## config.mk

```make
export PLATFORM = sky130hd
export DESIGN_NAME = bus_throttle
export DESIGN_NICKNAME = d
export VERILOG_FILES = /design/src/rtl/bt_pkg.sv /design/src/rtl/bt_down_counter.sv /design/src/rtl/bt_rise_detect.sv /design/src/rtl/bus_throttle.sv
export SDC_FILE = /design/constraint.sdc
export NUM_CORES = 1
export LEC_CHECK = 0
export ABC_AREA = 1
export BUFFER_PORTS_ARGS = -buffer_cell sky130_fd_sc_hd__buf_2
export CORE_MARGIN = 5
export CORE_UTILIZATION = 40
export DETAILED_ROUTE_END_ITERATION = 8
export GPL_ROUTABILITY_DRIVEN = 0
export GPL_TIMING_DRIVEN = 0
export PLACE_DENSITY = 0.72
export SLEW_MARGIN = 40
export SYNTH_ARGS = -nofsm -noshare
export SYNTH_HDL_FRONTEND = slang
export SYNTH_SLANG_ARGS = --single-unit
```

## constraint.sdc

```tcl
create_clock -name clk -period 2.9 [get_ports clk]
set_input_delay 0.145 -clock clk [delete_from_list [all_inputs] [get_ports clk]]
set_output_delay 0.145 -clock clk [all_outputs]
set_load 0.01 [all_outputs]
```

## src/rtl/bt_pkg.sv

```systemverilog
package bt_pkg;
  typedef enum logic [1:0] {
    BT_IDLE  = 2'd0,
    BT_REQ   = 2'd1,
    BT_OWN   = 2'd2,
    BT_DRAIN = 2'd3
  } bt_state_e;
endpackage

```

## src/rtl/bt_down_counter.sv

```systemverilog
module bt_down_counter #(
  parameter int W = 16
) (
  input  logic         clk,
  input  logic         rst,
  input  logic         load,
  input  logic [W-1:0] load_val,
  input  logic         dec_en,
  output logic [W-1:0] cnt
);
  localparam logic [W-1:0] ONE = W'(1);

  always_ff @(posedge clk) begin
    if (rst)
      cnt <= '0;
    else if (load)
      cnt <= load_val;
    else if (dec_en && cnt != '0)
      cnt <= cnt - ONE;
  end
endmodule

```

## src/rtl/bt_rise_detect.sv

```systemverilog
module bt_rise_detect #(
  parameter int N = 2
) (
  input  logic         clk,
  input  logic         rst,
  input  logic [N-1:0] sig,
  output logic [N-1:0] rise
);
  logic [N-1:0] prev;

  for (genvar i = 0; i < N; i++) begin : g_bit
    always_ff @(posedge clk) begin
      if (rst) prev[i] <= 1'b0;
      else     prev[i] <= sig[i];
    end
    assign rise[i] = sig[i] & ~prev[i];
  end
endmodule

```

## src/rtl/bus_throttle.sv

```systemverilog
module bus_throttle
  import bt_pkg::*;
#(
  parameter int CNT_W = 16
) (
  input  logic             clk,
  input  logic             rst,
  input  logic [CNT_W-1:0] on_reload,
  input  logic [CNT_W-1:0] off_reload,
  input  logic             on_ext_sel,
  input  logic             off_ext_sel,
  input  logic             on_trig,
  input  logic             off_trig,
  input  logic             eng_req,
  input  logic             xfer_done,
  input  logic             holda,
  output logic             bus_hold,
  output logic             throttled
);
  localparam int NTRIG = 2;
  localparam int TRIG_ON = 0;
  localparam int TRIG_OFF = 1;

  bt_state_e state, state_n;
  logic [NTRIG-1:0] trig_rise;
  logic [CNT_W-1:0] on_cnt, off_cnt, on_val;
  logic on_load, on_dec, off_load;
  logic grant_evt, vol_rel, forced_rel, release_evt, on_at_one, expire_evt;
  logic off_busy;

  bt_rise_detect #(.N(NTRIG)) u_trig (
    .clk(clk), .rst(rst), .sig({off_trig, on_trig}), .rise(trig_rise)
  );

  assign off_busy    = (off_cnt != '0);
  assign on_at_one   = (on_cnt == CNT_W'(1));
  assign grant_evt   = (state == BT_REQ) && eng_req && holda;
  assign vol_rel     = (state == BT_OWN) && !eng_req;
  assign forced_rel  = (state == BT_DRAIN) && (xfer_done || !eng_req);
  assign release_evt = vol_rel || forced_rel;

  // tenure counter: grant loads (zero in external mode), trigger reloads in OWN
  assign on_load = grant_evt || (on_ext_sel && (state == BT_OWN) && trig_rise[TRIG_ON]);
  assign on_val  = (grant_evt && on_ext_sel) ? '0 : on_reload;
  assign on_dec  = (state == BT_OWN) && !on_load;
  assign expire_evt = (state == BT_OWN) && eng_req && on_dec && on_at_one;

  // back-off counter: release loads in internal mode, trigger loads in external
  assign off_load = off_ext_sel ? trig_rise[TRIG_OFF] : release_evt;

  bt_down_counter #(.W(CNT_W)) u_on_cnt (
    .clk(clk), .rst(rst), .load(on_load), .load_val(on_val),
    .dec_en(on_dec), .cnt(on_cnt)
  );

  bt_down_counter #(.W(CNT_W)) u_off_cnt (
    .clk(clk), .rst(rst), .load(off_load), .load_val(off_reload),
    .dec_en(1'b1), .cnt(off_cnt)
  );

  always_comb begin
    state_n = state;
    unique case (state)
      BT_IDLE:  if (eng_req && !off_busy) state_n = BT_REQ;
      BT_REQ:   if (!eng_req) state_n = BT_IDLE;
                else if (holda) state_n = BT_OWN;
      BT_OWN:   if (vol_rel) state_n = BT_IDLE;
                else if (expire_evt) state_n = BT_DRAIN;
      BT_DRAIN: if (forced_rel) state_n = BT_IDLE;
      default:  state_n = BT_IDLE;
    endcase
  end

  always_ff @(posedge clk) begin
    if (rst) begin
      state     <= BT_IDLE;
      bus_hold  <= 1'b0;
      throttled <= 1'b0;
    end else begin
      state    <= state_n;
      bus_hold <= (state_n != BT_IDLE);
      if (release_evt) throttled <= forced_rel;
    end
  end
endmodule

```

# After elaboration in Yosys (flattened, before gate mapping)
# Index checks and enable logic that the tools add are counted.
# totals
register_bits	38
inputBits	41
out_inout_bits	2
wordCells	55
# classes
n_addsub	2
eq_ne	4
mux	13
bitwise_logic	4
n_reduce_logical	25
# ops
operator	count
$mux W16	5
$reduce_bool A16 Y1	2
$sub A16 B1 Y16 const B	2
$eq A16 B1 Y1 const B	1
$logic_and A1 B1 Y1	13
$mux W2	6
$pmux W2 S4	1
$reduce_bool A2 Y1	3
$eq A2 B2 Y1 const B	2
$logic_not A1 Y1	3
$logic_or A1 B1 Y1	3
$and A1 B1 Y1	2
$eq A2 B1 Y1 const B	1
$logic_not A2 Y1	1
$not A1 Y1	2
$mux W1	1

# Longest topological paths before layout
# depth
word_depth	12
mapped_depth	11
depth_no_buf	11

# Modules after synthesis
# From an unflattened synthesis, not the netlist that was laid out.
# unflattened
cells_unflattened	496
hier_area_um2	2915.3
# by_module_without_submodules
mod	instances	cells_each	area_each_um2	seq_area_each_um2
bt_down_counter	2	195	1167.4	320.3
bus_throttle	1	98	518.0	80.1
bt_rise_detect	1	8	62.6	40.0

# Worst setup path before layout
# OpenSTA, ideal clock, no wires.
# synth_timing
path_type	register to register
start	register u_off_cnt.cnt[0]
end	register u_off_cnt.cnt[0]
setup_ns	0.113
arrival_ns	1.332
required_time_ns	2.787
setup_slack_ns	1.455
path_stages_with_launch	10
synth_period_minus_slack_ns	1.445
path_cell_list	dfxtp_1 -> inv_1 -> ha_1 -> nand2_1 -> nor2_2 -> nand3_1 -> nor2_4 -> inv_2 -> o21ai_1 -> nor2_1
# synth_between
elab_chain_len	3
elab_cells_between_ends	5
cone_classes	add/sub (1); mux (2); reduce/logical (2)
# synth_lines
item	line_no	rtl
start, declared	bt_down_counter.sv:9	output logic [W-1:0] cnt
start signal, assigned	bt_down_counter.sv:17	cnt <= load_val;
start signal, assigned	bt_down_counter.sv:19	cnt <= cnt - ONE;
$sub A16 B1 Y16	bt_down_counter.sv:19	
$mux W16	bt_down_counter.sv:18	else if (dec_en && cnt != '0)
$mux W16	bt_down_counter.sv:16	else if (load)
# Several ways; a longest one is shown, not always the timed one. The select of a mux whose other input is x is not followed.
# A chain may end at the register's enable or synchronous reset.

# Final worst setup path
# Same ends and word-level chain as after synthesis.

==> results by stage <==
Outcome:
- The run finished with clean final reports.

Cells and area:
- The layout has 687 filler cells.
- The ratio of cells with drive above 1 in the final layout is 16.5%.
- The number of nets in the layout is 529.
- The number of diodes added for antenna fixing is 0.
- The area added between synthesis and finish is 15.3%.
- Summing all non-filler instances in the final layout gives an area of 2980 um2.
- The number of non-filler instances in the completed layout is 562.

Worst hold path:
- The end of the worst hold path is u_trig.prev[0].
- The number of cells traversed by the worst hold path is 3.
- The hold path startpoint is on_trig.
- The min-delay analysis places its worst path in the category primary input to flip-flop.

Drt:
- The iteration count of the initial detailed-routing pass is 4.
- The vias per cell is 4.93.
- Once detail routing completed, the nets flagged for antenna violations numbered 0.
- In the final routed layout, each cell accounts on average for 11.9 um.
- In this run, the number of DRC markers left after iteration 0 of detailed routing was 167.
- The via count is 2772.
- For this run, design rule violations remaining after detail routing come to 0.
- The sum of routed wire length over all layers is 6680 um.

Floorplanning:
- The die covers 8170 um2.
- The die is 90.4 um wide.
- For this configuration, the core starts out at a cell density of 40.9%.
- The die extent in y is 90.4 um.
- After floorplanning, the core was sized to cover 6310 um2.
- The floorplan has 29 rows.
- The number of I/O pins is 43.

Timing:
- The normalized max-slew margin is 61.2%.
- The hold violation total from the final report is 0.
- The transition time at the pin with the least slew margin is 0.582 ns.
- The clock skew after layout is 0.00454 ns.
- The final worst setup slack is 1.18 ns.
- The share of the clock period used by the worst path is 59.3%.
- The max-slew violation count is 0.
- Setup repair after global routing left no endpoint under its margin.
- The post-layout minimum cycle time is 1.72 ns.
- The maximum clock frequency is 582 MHz.
- The post-route setup TNS is 0 ns.
- The number of failing setup endpoints in the final timing report is 0.

Power and ir drop:
- In this run, the combinational gates consume 34.0% of the power.
- The sequential cell fraction of total power is 40.5%.
- The net switching power figure is 0.571 mW.
- The power density over the cells is 519 nW/um2.
- VDD sags by at most 0.355 mV.
- The internal portion of the total power is 0.976 mW.
- Of the total power, the clock network draws 25.5%.
- The leakage dissipation is 1.48 nW.
- After layout, the design draws a total of 1.55 mW.
- The net switching share of the total power is 36.9%.

Yosys:
- dfxtp_1 takes more of the synthesized area than any other cell.
- The synthesized netlist devotes 1.94% of its cell area to adder and majority cells.
- Of the total synthesized cell area, the portion taken by AND, OR, NAND and NOR gates is 48.3%.
- Summing the sequential cell areas from Yosys gives 29.4% of the chip area.
- The Yosys step of the flow raised 0 warnings.
- The share of synthesized area in the top cell type comes to 29.4%.
- The synthesized design contains 0 enable-type register cells.
- The main combinational cell family by area after synthesis is simple AND/OR/NAND/NOR gates.
- The number of storage elements in the synthesis netlist is 38.
- The portion of synthesized area spent on multiplexers is 0%.
- The synthesized netlist devotes 8.23% of its cell area to compound gates.
- Ranked by total cell area, the synthesized netlist is headed by dfxtp_1 29%, nand2_1 19%, nor2_1 13%, nand3_1 9.3%, inv_1 4.9%.
- The post-synth net total is 481.
- After synthesis, the most frequently instantiated cells are 128 x nand2_1, 88 x nor2_1, 48 x nand3_1.
- The XOR/XNOR share of the synthesized area is 3.39%.
- The most used flip-flop cell after synthesis is dfxtp_1.
- The synthesized area per cell is 5.93 um2.
- In the post-synthesis netlist, the cell with the most instances is nand2_1.
- Of all flip-flops after synthesis, the portion carrying an async set or reset was 0%.
- Synthesis produced 436 cells.
- Yosys mapped the design onto 30 distinct sky130hd cell types.
- The cell area that synthesis handed to floorplanning was 2580 um2.

Critical path:
- Along the worst path, the maximum fanout reaches 8.
- Among all stages on the critical path, the largest delay is contributed by dfxtp_1.
- In this run the critical register-to-register path is captured at u_off_cnt.cnt[0].
- The endpoint class of the critical path is a flip-flop.
- The launching element type of the critical path is a flip-flop.
- The highest cell delay on the worst timing path is 0.33 ns.
- Data on the critical path is required at its endpoint by 3.10 ns.
- At the worst endpoint, the arrival time is 1.91 ns.
- The worst flop-to-flop path startpoint is u_off_cnt.cnt[0].
- Traced cell by cell, the critical path runs through inv_1 > ha_1 > nand2_1 > nor2_2 > nand3_1 > nor2_4 > inv_2 > o21ai_1 > nor2_1.
- The worst register-to-register path has a depth of 9.
- The worst-case register-to-register setup slack is 1.18 ns.
- The category of cells accounting for the largest share of critical-path delay is simple AND/OR/NAND/NOR gates.
- The critical path contains buffers and inverters numbering 2 combined.
- The critical path is of the flip-flop to flip-flop type.

Placed design:
- OpenSTA, run right after detailed placement, puts the worst setup slack at 1.20 ns.
- Once placement finished, the instance area stood at 2890 um2.
- The number of placed instances with taps included is 554.
- Once detailed placement completed, the half-perimeter wirelength came to 5140 um.
- The count of buffers from port buffering is 41.

Global route:
- For this run the aggregate overflow at the end of global routing stands at 0.
- Entering global routing, the biggest net connects 13 pins.
- The via count of the first global-routing pass is 2581.
- The first global-routing pass estimated 11500 um of wire.
- The number of antenna violations at the first check in global routing was 0.
- The total global-route track usage is 16.8%.

Clock network:
- The number of buffers inserted by post-CTS setup repair is 0.
- The clock passes through at most 2 buffers.
- TritonCTS built the clock tree.
- For the worst-skew pair, the clock arrives at the later sink with an insertion delay of 0.29 ns.
- The post-cts resize count is 0.
- CTS built an H-tree with a depth of 2.
- The clock tree root buffer cell is clkbuf_8.
- The clock edge transition at the registers on the reported setup and hold paths is 0.08 ns.
- The count of hold-fix buffers inserted at cts is 0.
- The number of clock sinks is 38.
- The number of buffers inserted during clock tree synthesis is 5.

Job:
- The number of max-capacitance violations reported is 0.
cell families (layout without fill, tap and decap cells):
kind of cell,Yosys count,count (layout)
adders and majority gates,4,4
buffers and inverters,52,101
AOI/OAI and AO/OA,41,41
and+or+nand+nor,291,291
DFF,38,38
xor gates and xnor gates,10,10
layout make-up:
| type | instances | area [um2] | area share, % |
|---|---|---|---|
| repair buffers | 41 | 205 | 6.88 |
| plain buffers | 10 | 63.8 | 2.14 |
| clock buffers | 6 | 82.6 | 2.77 |
| clock inverters | 2 | 12.5 | 0.420 |
| flip-flops and latches | 38 | 761 | 25.5 |
| inverters | 42 | 163 | 5.46 |
| well taps | 77 | 96.3 | 3.23 |
| multi-input cells | 346 | 1600 | 53.6 |
worst min-delay path: cells and delay by family:
kind / cells / cell delay, ns
buf+inv: 2 / 0.15
simple gates: 1 / 0.03
flip-flops by register name, summed over array words and instances, names as in the netlist:
signal         flops
bus_hold           1
u_on_cnt.cnt      16
throttled          1
u_off_cnt.cnt     16
state              2
u_trig.prev        2
stage by stage:
stage          util [%]  hold WS, ns
6_report           47.2       0.0684
4_1_cts            47.2       0.0574
2_1_floorplan         -        0.252
3_3_place_gp       45.7        0.374
3_5_place_dp       45.7        0.376
5_1_grt            47.2       0.0752
worst max path at each step:
stage,from,end,slack [ns],depth (start not counted)
5_1_grt,u_off_cnt.cnt[0],u_off_cnt.cnt[0],1.0,9
3_5_place_dp,u_off_cnt.cnt[0],u_off_cnt.cnt[2],1.20,9
6_report,u_off_cnt.cnt[0],u_off_cnt.cnt[0],1.18,9
4_1_cts,u_off_cnt.cnt[0],u_off_cnt.cnt[2],1.19,9
3_3_place_gp,u_off_cnt.cnt[0],u_off_cnt.cnt[0],1.25,9
2_1_floorplan,u_off_cnt.cnt[0],u_off_cnt.cnt[0],1.45,9
power by group through the flow:
| stage | logic (mW) | registers [mW] | clock network (mW) |
|---|---|---|---|
| final | 0.526 | 0.627 | 0.394 |
| after global routing | 0.606 | 0.634 | 0.423 |
| after CTS | 0.524 | 0.626 | 0.409 |
| after detailed placement | 0.519 | 0.637 | 0 |
| after global placement | 0.510 | 0.636 | 0 |
| after floorplan | 0.413 | 0.626 | 0 |
layout by cell type, fill, tap and decap left out, drive strengths merged:
cell type / count
a21oi: 18
buf: 48
clkbuf: 9
clkinv: 3
clkinvlp: 1
dfxtp: 38
ha: 4
inv: 40
nand2: 134
nand3: 48
nand3b: 4
nand4: 4
nor2: 94
nor3: 3
nor4: 1
o21ai: 23
or2: 3
xnor2: 7
xor2: 3
metal layers:
layer	GRT usage, %	share of wire (%)	up-vias
met1	21.6	47	1218
li1	-	-	1475
met2	27.1	46	69
met5	0	0	-
met4	7.94	1.3	0
met3	3.00	6.0	10
Note: power is estimated with default switching activity, not from simulation.
